==> src/rtl/mbc_pkg.sv <==
package mbc_pkg;

    localparam int NCAUSE = 3;

    typedef enum logic [1:0] {
        CAUSE_MISS = 2'd0,
        CAUSE_WR   = 2'd1,
        CAUSE_TGT  = 2'd2
    } cause_e;

    typedef enum logic [1:0] {
        K_MISS   = 2'd0,
        K_WRITE  = 2'd1,
        K_UNC_RD = 2'd2,
        K_PREF   = 2'd3
    } akind_e;

    function automatic logic goes_to_miss_pool(akind_e k);
        return k != K_WRITE;
    endfunction

    function automatic logic is_block_kind(akind_e k);
        return (k == K_MISS) || (k == K_PREF);
    endfunction

    function automatic logic [1:0] bus_reason(akind_e k);
        case (k)
            K_WRITE: return 2'd1;
            K_PREF:  return 2'd2;
            default: return 2'd0;
        endcase
    endfunction

endpackage

==> src/rtl/mbc_pool.sv <==
module mbc_pool #(
    parameter int DEPTH = 4,
    localparam int CW = $clog2(DEPTH + 1)
) (
    input  logic          clk,
    input  logic          rst,
    input  logic          alloc_i,
    input  logic          svc_i,
    output logic          acc_o,
    output logic          err_o,
    output logic          full_next_o,
    output logic [CW-1:0] count_o
);
    logic [CW-1:0] cnt_q;
    logic [CW-1:0] cnt_d;
    logic          is_full;
    logic          dec;

    always_comb begin
        is_full     = (cnt_q == CW'(DEPTH));
        acc_o       = alloc_i && !is_full;
        err_o       = alloc_i && is_full;
        dec         = svc_i && (cnt_q != '0);
        cnt_d       = cnt_q + (acc_o ? CW'(1) : CW'(0)) - (dec ? CW'(1) : CW'(0));
        full_next_o = (cnt_d == CW'(DEPTH));
    end

    always_ff @(posedge clk) begin
        if (rst) cnt_q <= '0;
        else     cnt_q <= cnt_d;
    end

    assign count_o = cnt_q;
endmodule

==> src/rtl/mbc_block_track.sv <==
module mbc_block_track #(
    parameter int NC    = 3,
    parameter int EVT_W = 8,
    parameter int CYC_W = 16
) (
    input  logic                clk,
    input  logic                rst,
    input  logic [NC-1:0]       mask_next_i,
    input  logic                cpu_req_i,
    output logic [NC-1:0]       mask_o,
    output logic                ready_o,
    output logic                retry_o,
    output logic [NC*EVT_W-1:0] evt_o,
    output logic [NC*CYC_W-1:0] cyc_o
);
    logic [NC-1:0]    mask_q;
    logic             owed_q;
    logic             retry_q;
    logic [CYC_W-1:0] now_q;
    logic [CYC_W-1:0] start_q;
    logic             rise;
    logic             fall;
    logic             refused;
    logic [CYC_W-1:0] elapsed;

    always_comb begin
        rise    = (mask_q == '0) && (mask_next_i != '0);
        fall    = (mask_q != '0) && (mask_next_i == '0);
        refused = cpu_req_i && (mask_q != '0);
        elapsed = now_q - start_q;
    end

    always_ff @(posedge clk) begin
        if (rst) begin
            mask_q  <= '0;
            owed_q  <= 1'b0;
            retry_q <= 1'b0;
            now_q   <= '0;
            start_q <= '0;
        end else begin
            mask_q  <= mask_next_i;
            now_q   <= now_q + CYC_W'(1);
            retry_q <= (owed_q || refused) && fall;
            owed_q  <= (owed_q || refused) && !fall;
            if (rise) start_q <= now_q;
        end
    end

    for (genvar i = 0; i < NC; i++) begin : g_stat
        logic [EVT_W-1:0] evt_q;
        logic [CYC_W:0]   sum;
        logic [CYC_W-1:0] tot_q;

        assign sum = {1'b0, tot_q} + {1'b0, elapsed};

        always_ff @(posedge clk) begin
            if (rst) begin
                evt_q <= '0;
                tot_q <= '0;
            end else begin
                if (rise && mask_next_i[i] && (evt_q != '1))
                    evt_q <= evt_q + EVT_W'(1);
                if (fall && mask_q[i])
                    tot_q <= sum[CYC_W] ? '1 : sum[CYC_W-1:0];
            end
        end

        assign evt_o[i*EVT_W +: EVT_W] = evt_q;
        assign cyc_o[i*CYC_W +: CYC_W] = tot_q;
    end

    assign mask_o  = mask_q;
    assign ready_o = (mask_q == '0);
    assign retry_o = retry_q;
endmodule

==> src/rtl/mbuf_block_ctrl.sv <==
module mbuf_block_ctrl #(
    parameter int ADDR_W     = 32,
    parameter int SIZE_W     = 8,
    parameter int BLK_BYTES  = 64,
    parameter int MISS_DEPTH = 4,
    parameter int WB_DEPTH   = 2,
    parameter int ORDER_W    = 16,
    parameter int EVT_W      = 8,
    parameter int CYC_W      = 16
) (
    input  logic                               clk,
    input  logic                               rst,
    input  logic                               alloc_valid,
    input  logic [1:0]                         alloc_kind,
    input  logic [ADDR_W-1:0]                  alloc_addr,
    input  logic [SIZE_W-1:0]                  alloc_size,
    input  logic                               alloc_bus,
    input  logic                               svc_miss,
    input  logic                               svc_wr,
    input  logic                               tgt_set,
    input  logic                               tgt_clr,
    input  logic                               cpu_req,
    output logic                               cpu_ready,
    output logic                               retry,
    output logic [2:0]                         blk_mask,
    output logic [$clog2(MISS_DEPTH+1)-1:0]    miss_used,
    output logic [$clog2(WB_DEPTH+1)-1:0]      wr_used,
    output logic                               alloc_ok,
    output logic                               alloc_err,
    output logic [ADDR_W-1:0]                  ent_addr,
    output logic [SIZE_W-1:0]                  ent_size,
    output logic [ORDER_W-1:0]                 ent_order,
    output logic                               bus_req,
    output logic [1:0]                         bus_cause,
    output logic [3*EVT_W-1:0]                 blk_events,
    output logic [3*CYC_W-1:0]                 blk_cycles
);
    import mbc_pkg::*;

    localparam int OFS_BITS = $clog2(BLK_BYTES);
    localparam logic [ADDR_W-1:0] ALIGN_MASK = ~((ADDR_W'(1) << OFS_BITS) - ADDR_W'(1));

    akind_e kind;
    logic   to_miss;
    logic   m_acc, m_err, m_full_n;
    logic   w_acc, w_err, w_full_n;
    logic   acc, err;
    logic [NCAUSE-1:0] mask_q;
    logic [NCAUSE-1:0] mask_n;

    assign kind    = akind_e'(alloc_kind);
    assign to_miss = goes_to_miss_pool(kind);

    mbc_pool #(.DEPTH(MISS_DEPTH)) u_miss_pool (
        .clk(clk), .rst(rst),
        .alloc_i(alloc_valid && to_miss), .svc_i(svc_miss),
        .acc_o(m_acc), .err_o(m_err), .full_next_o(m_full_n),
        .count_o(miss_used)
    );

    mbc_pool #(.DEPTH(WB_DEPTH)) u_wr_pool (
        .clk(clk), .rst(rst),
        .alloc_i(alloc_valid && !to_miss), .svc_i(svc_wr),
        .acc_o(w_acc), .err_o(w_err), .full_next_o(w_full_n),
        .count_o(wr_used)
    );

    assign acc = m_acc || w_acc;
    assign err = m_err || w_err;

    always_comb begin
        mask_n            = '0;
        mask_n[CAUSE_MISS] = m_full_n;
        mask_n[CAUSE_WR]   = w_full_n;
        mask_n[CAUSE_TGT]  = tgt_set || (mask_q[CAUSE_TGT] && !tgt_clr);
    end

    mbc_block_track #(.NC(NCAUSE), .EVT_W(EVT_W), .CYC_W(CYC_W)) u_track (
        .clk(clk), .rst(rst),
        .mask_next_i(mask_n), .cpu_req_i(cpu_req),
        .mask_o(mask_q), .ready_o(cpu_ready), .retry_o(retry),
        .evt_o(blk_events), .cyc_o(blk_cycles)
    );

    assign blk_mask = mask_q;

    logic [ORDER_W-1:0] order_q;

    always_ff @(posedge clk) begin
        if (rst) begin
            order_q   <= '0;
            alloc_ok  <= 1'b0;
            alloc_err <= 1'b0;
            ent_addr  <= '0;
            ent_size  <= '0;
            ent_order <= '0;
            bus_req   <= 1'b0;
            bus_cause <= '0;
        end else begin
            alloc_ok  <= acc;
            alloc_err <= err;
            bus_req   <= acc && alloc_bus;
            if (acc) begin
                order_q   <= order_q + ORDER_W'(1);
                ent_order <= order_q;
                ent_addr  <= is_block_kind(kind) ? (alloc_addr & ALIGN_MASK) : alloc_addr;
                ent_size  <= is_block_kind(kind) ? SIZE_W'(BLK_BYTES) : alloc_size;
                bus_cause <= bus_reason(kind);
            end
        end
    end
endmodule

==> config.mk <==
export PLATFORM = sky130hd
export DESIGN_NAME = mbuf_block_ctrl
export DESIGN_NICKNAME = d
export VERILOG_FILES = /design/src/rtl/mbc_pkg.sv /design/src/rtl/mbc_pool.sv /design/src/rtl/mbc_block_track.sv /design/src/rtl/mbuf_block_ctrl.sv
export SDC_FILE = /design/constraint.sdc
export NUM_CORES = 1
export LEC_CHECK = 0
export BUFFER_PORTS_ARGS = -buffer_cell sky130_fd_sc_hd__buf_2
export CAP_MARGIN = 15
export CORE_ASPECT_RATIO = 0.75
export CORE_UTILIZATION = 60
export CTS_CLUSTER_DIAMETER = 120
export CTS_CLUSTER_SIZE = 24
export DETAILED_ROUTE_END_ITERATION = 12
export GPL_TIMING_DRIVEN = 0
export PLACE_DENSITY = 0.85
export REMOVE_ABC_BUFFERS = 1
export SLEW_MARGIN = 20
export SYNTH_ARGS = -nofsm -noshare
export SYNTH_HDL_FRONTEND = slang
export SYNTH_SLANG_ARGS = --single-unit
==> constraint.sdc <==
create_clock -name clk -period 7.2 [get_ports clk]
set_input_delay 1.44 -clock clk [delete_from_list [all_inputs] [get_ports clk]]
set_output_delay 1.44 -clock clk [all_outputs]
set_load 0.02 [all_outputs]
# Yosys cells after proc, flatten, opt, wreduce, memory -nomap -nowiden
# Index checks and enable logic that the tools add are counted.
# W data, S select, Z words.
# word_totals
word_cells	95
output_inout_bits	143
register_bits	191
# classes
add_sub_neg	13
muxes	10
n_reduce_logical	41
n_eq_ne	10
# ops
cell	count
$add A16 B16 Y17	3
$mux W16	3
$add A16 B1 Y16 const B	2
$add A8 B1 Y8 const B	3
$logic_and A1 B1 Y1	24
$ne A8 B8 Y1 const B	3
$sub A16 B16 Y16	1
$reduce_bool A3 Y1	3
$mux W8	1
$eq A2 B2 Y1 const B	3
$eq A3 B3 Y1 const B	2
$logic_not A3 Y1	2
$mux W6	1
$logic_not A1 Y1	5
$logic_or A1 B1 Y1	5
$mux W1	4
$pmux W2 S2	1
$add A3 B3 Y3	1
$sub A3 B3 Y3	1
$add A2 B2 Y2	1
$eq A2 B1 Y1 const B	1
$logic_not A2 Y1	1
$ne A2 B1 Y1 const B	1
$reduce_bool A2 Y1	1
$sub A2 B2 Y2	1

# Depth between registers and ports, before layout
# depth
depth_word	12
mapped_depth	18
mapped_depth_nobuf	17

# Cells and area by module
# Synthesis repeated with hierarchy kept, for this count alone.
# unflattened
hier_cells	1207
area_unflattened_um2	10038.4
# modules_own_cells
mod	area_each_um2	cells_per_inst	instances
mbc_block_track	6849.1	828	1
mbuf_block_ctrl	2859.0	347	1
mbc_pool at u_miss_pool	198.9	19	1
mbc_pool at u_wr_pool	131.4	13	1

# Worst setup path after synthesis
# OpenSTA, ideal clock, no wires.
# synth_timing
path_type	input to register
from	input alloc_kind[1]
to	register u_track.start_q[10]
path_stages	15
n_path_buf	3
t_arrival_ns	4.004
setup_slack_ns	3.068
required_time_ns	7.072
cell_sequence	inv_1 -> ha_1 -> nor2b_1 -> and2_1 -> ha_1 -> fa_1 -> xor3_1 -> or3_4 -> and3_4 -> buf_6 -> nand2b_4 -> buf_6 -> buf_8 -> mux2i_1 -> nor2_1
# synth_via
elab_chain_len	10
# synth_rtl
element	line	rtl
start: declaration	mbuf_block_ctrl.sv:14	input logic [1:0] alloc_kind,
$ne A2 B1 Y1 *	mbc_pkg.sv:19	return k != K_WRITE;
parallel branches: the longest is 7 deep, another holds $add A3 B3 Y3	-	
$reduce_bool A3 Y1 *	mbc_block_track.sv:27	rise = (mask_q == '0) && (mask_next_i != '0);
$logic_and A1 B1 Y1 *	mbc_block_track.sv:27	
end signal: assignment	mbc_block_track.sv:45	if (rise) start_q <= now_q;
end: declaration	mbc_block_track.sv:20	logic [CYC_W-1:0] start_q;
# Mark *: on every way between the ends.
# A chain may end at the register's enable or synchronous reset.

# Worst setup path in the final report
# layout_timing
from	input alloc_kind[1]
to	register u_track.g_stat[0].tot_q[12]
# layout_via
elab_chain_len	11
# layout_rtl
element	line	rtl
$ne A2 B1 Y1 *	mbc_pkg.sv:19	
parallel branches: the longest is 7 deep, another holds $add A3 B3 Y3	-	
$logic_not A3 Y1 *	mbc_block_track.sv:28	fall = (mask_q != '0) && (mask_next_i == '0);
$logic_and A1 B1 Y1 *	mbc_block_track.sv:28	
$logic_and A1 B1 Y1 *	mbc_block_track.sv:63	if (fall && mask_q[i])
end signal: assignment	mbc_block_track.sv:64	tot_q <= sum[CYC_W] ? '1 : sum[CYC_W-1:0];
end: declaration	mbc_block_track.sv:52	logic [CYC_W-1:0] tot_q;
# Marked as above.

==> qor.yml <==
outcome: "finished with violations"
violations: "design-rule violations"
grt_max_degree: 104
rsz0062_at_grt: "false"
fillers: 1235
core_area_um2: 16300
path_max_fanout: 20
cts_resized: 0
antenna_found_initial: 0
drive_gt1_share_pct: 17.9
start_kind: "primary input"
diodes: 0
setup_viol_count_final: 0
switching_share_pct: 38.3
async_reset_ff_share_pct: 0
avgRoutedWirePerCell_um: 16.1
clock_power_share_pct: 27.5
rows: 40
vias_per_cell: 5.84
synth_edf_count: 0
initial_core_util_pct: 62.3
skew_ns: 0.00788
numCtsBuffers: 17
cts.sinks: 191
p_total_uw: 3750
crit_type: "primary input to flip-flop"
syn_avg_cell_area_um2: 8.43
track_usage_pct: 29.5
root_buffer: "clkbuf_16"
hold_ws_ns: 0.447
drtIter0Drc: 667
cts_tree: "done"
die_area_um2: 17500
min_period_ns: 5.01
synth_top_area_share_pct: 37.6
netlist_area_um2: 10200
ctsHoldBuffers: 0
post-synth-top-count-cell: "dfxtp_1"
grt.overflow.total: 0
clock.fmax_mhz: 200
p_int_uw: 2310
seq_power_share_pct: 33.6
dr.pass1.iters: 10
yosysTopAreaCell: "dfxtp_1"
place_congestion: 0.868
cellPowerDensity_nw_per_um2: 315
clk_latency_ns: 0.44
cts_max_level: 4
ys_types: 67
antenna_left: 0
dieHeight_um: 115
hpwl_mm: 18.0
power.leakage_uw: 0.00527
critPathCaptureType: "flip-flop"
yosysSeqAreaShare_pct: 37.6
slew_viol_final: 0
hold_violations: 0
vias: 9295
post-cts-setup-buffers: 0
ir_drop_v: 0.000240
dieWidth_um: 152
ioPinCount: 194
synthCells: 1207
worstPathArrival_ns: 5.27
io_buffers: 193
drc_errors: 3
areaGrowthSynthToFinish_pct: 17.2
synthTopCellsByArea: "dfxtp_1 38%, ha_1 9.1%, nor2_1 5.8%"
fin_crit_sh_pct: 69.6
p_switching_uw: 1440
synth_flop_cell: "dfxtp_1"
hp-class: "flip-flop to flip-flop"
nets: 1500
finalWirelength_mm: 25.7
slew_headroom_pct: 31.8
clkTransAtPathRegs_ns: 0.07
synth_commonest_cells: "191 x dfxtp_1, 157 x nor2_1, 146 x nand2_1"
grt_pass1_wl_mm: 41.8
max-cap-violations: 0
clk_path_buf_depth: 2
critPathRequiredTime_ns: 7.46
yosys_warnings: 0
ys_ff_latch: 191
grt_pass1_vias: 8612
worst_pin_slew_ns: 1.02
fin_util_pct: 73.0
comb_power_share_pct: 38.9
-- registers in the layout, summed over array words and instances, names as in the netlist, 2 cells and up --
name                  count
u_wr_pool.count_o         2
u_track.start_q          16
order_q                  16
u_miss_pool.count_o       3
u_track.mask_o            3
u_track.g_stat.tot_q     48
ent_order                16
u_track.g_stat.evt_q     24
ent_addr                 32
u_track.now_q            16
ent_size                  8
bus_cause                 2
-- worst max-delay path, cell delays in order --
cell and delay (ns):
buf_2 0.10, inv_1 0.06, ha_1 0.20, nor2b_1 0.10, and2_1 0.21, ha_1 0.21, fa_1 0.35, xor3_1 0.40
or3_4 0.16, and4_1 0.77, nand2_1 0.22, nor2_1 0.83, a211oi_1 0.21
-- final cells by class --
type | count | area [µm²] | share of cell area [%]
clock inverter | 14 | 204 | 1.71
clock buffer | 17 | 425 | 3.57
multi-input combinational | 923 | 6000 | 50.4
inverter | 41 | 154 | 1.29
tap | 210 | 263 | 2.20
timing repair buffer | 196 | 1040 | 8.76
sequential | 191 | 3820 | 32.1
-- cells in the final DEF (no fill, tap or decap), types with 11 or more instances in the layout --
cell type	netlist	layout
and3_1	19	19
dfxtp_1	191	191
xor2_1	47	47
ha_1	74	74
nor2b_1	11	11
xnor2_1	38	38
a211oi_1	52	52
buf_2	11	192
inv_1	41	41
mux2i_1	21	21
nor3_1	18	18
nand4_1	16	16
nand2_1	146	146
clkbuf_16	0	17
or3_1	15	15
o21ai_0	33	33
a21o_1	18	18
nand3b_1	16	16
nor2_1	157	156
a21oi_1	116	116
nand3_1	21	21
-- final timing paths --
path | slack (ns) | startpoint | endpoint | cells past startpoint
setup / recovery | 2.19 | alloc_kind[1] | u_track.g_stat[0].tot_q[12] | 13
hold / removal | 0.45 | ent_order[0] | ent_order[0] | 2
setup reg to reg | 2.39 | u_track.now_q[0] | u_track.g_stat[1].tot_q[13] | 16
hold reg to reg | 0.45 | ent_order[0] | ent_order[0] | 2
-- layer usage --
metal | global-route usage, % | share of wire (%)
met4 | 12.2 | 2.7
met5 | 0 | 0
met3 | 6.48 | 6.5
met2 | 47.1 | 46
met1 | 39.0 | 45
-- stage by stage --
step	cell area [µm²]	std cells	setup WS, ns	setup TNS (ns)
6_report	11900	1592	2.19	0
3_3_place_gp	11200	1558	-0.00974	-0.00974
3_5_place_dp	11300	1561	1.76	0
2_1_floorplan	9940	1155	1.91	0
5_1_grt	11900	1592	1.95	0
4_1_cts	11900	1592	2.18	0
-- power groups by stage --
stage | combinational [µW] | sequential (µW) | clock [µW]
3_3_place_gp | 1370 | 1280 | 0
3_5_place_dp | 1430 | 1280 | 0
5_1_grt | 1590 | 1280 | 1080
6_report | 1460 | 1260 | 1030
2_1_floorplan | 915 | 1390 | 0
4_1_cts | 1450 | 1260 | 1030
-- logic make-up (layout without fill, tap and decap cells) --
kind of cell / after synthesis / after routing / share of synthesized area [%]
fa+ha+maj: 79 / 79 / 10.1
mux: 22 / 22 / 2.18
flops: 191 / 191 / 37.6
simple gates: 450 / 450 / 20.3
xor+xnor: 87 / 87 / 7.77
compound gates: 285 / 285 / 18.3
buf+inv: 93 / 268 / 3.83
Note: power is estimated with default switching activity, not from simulation.
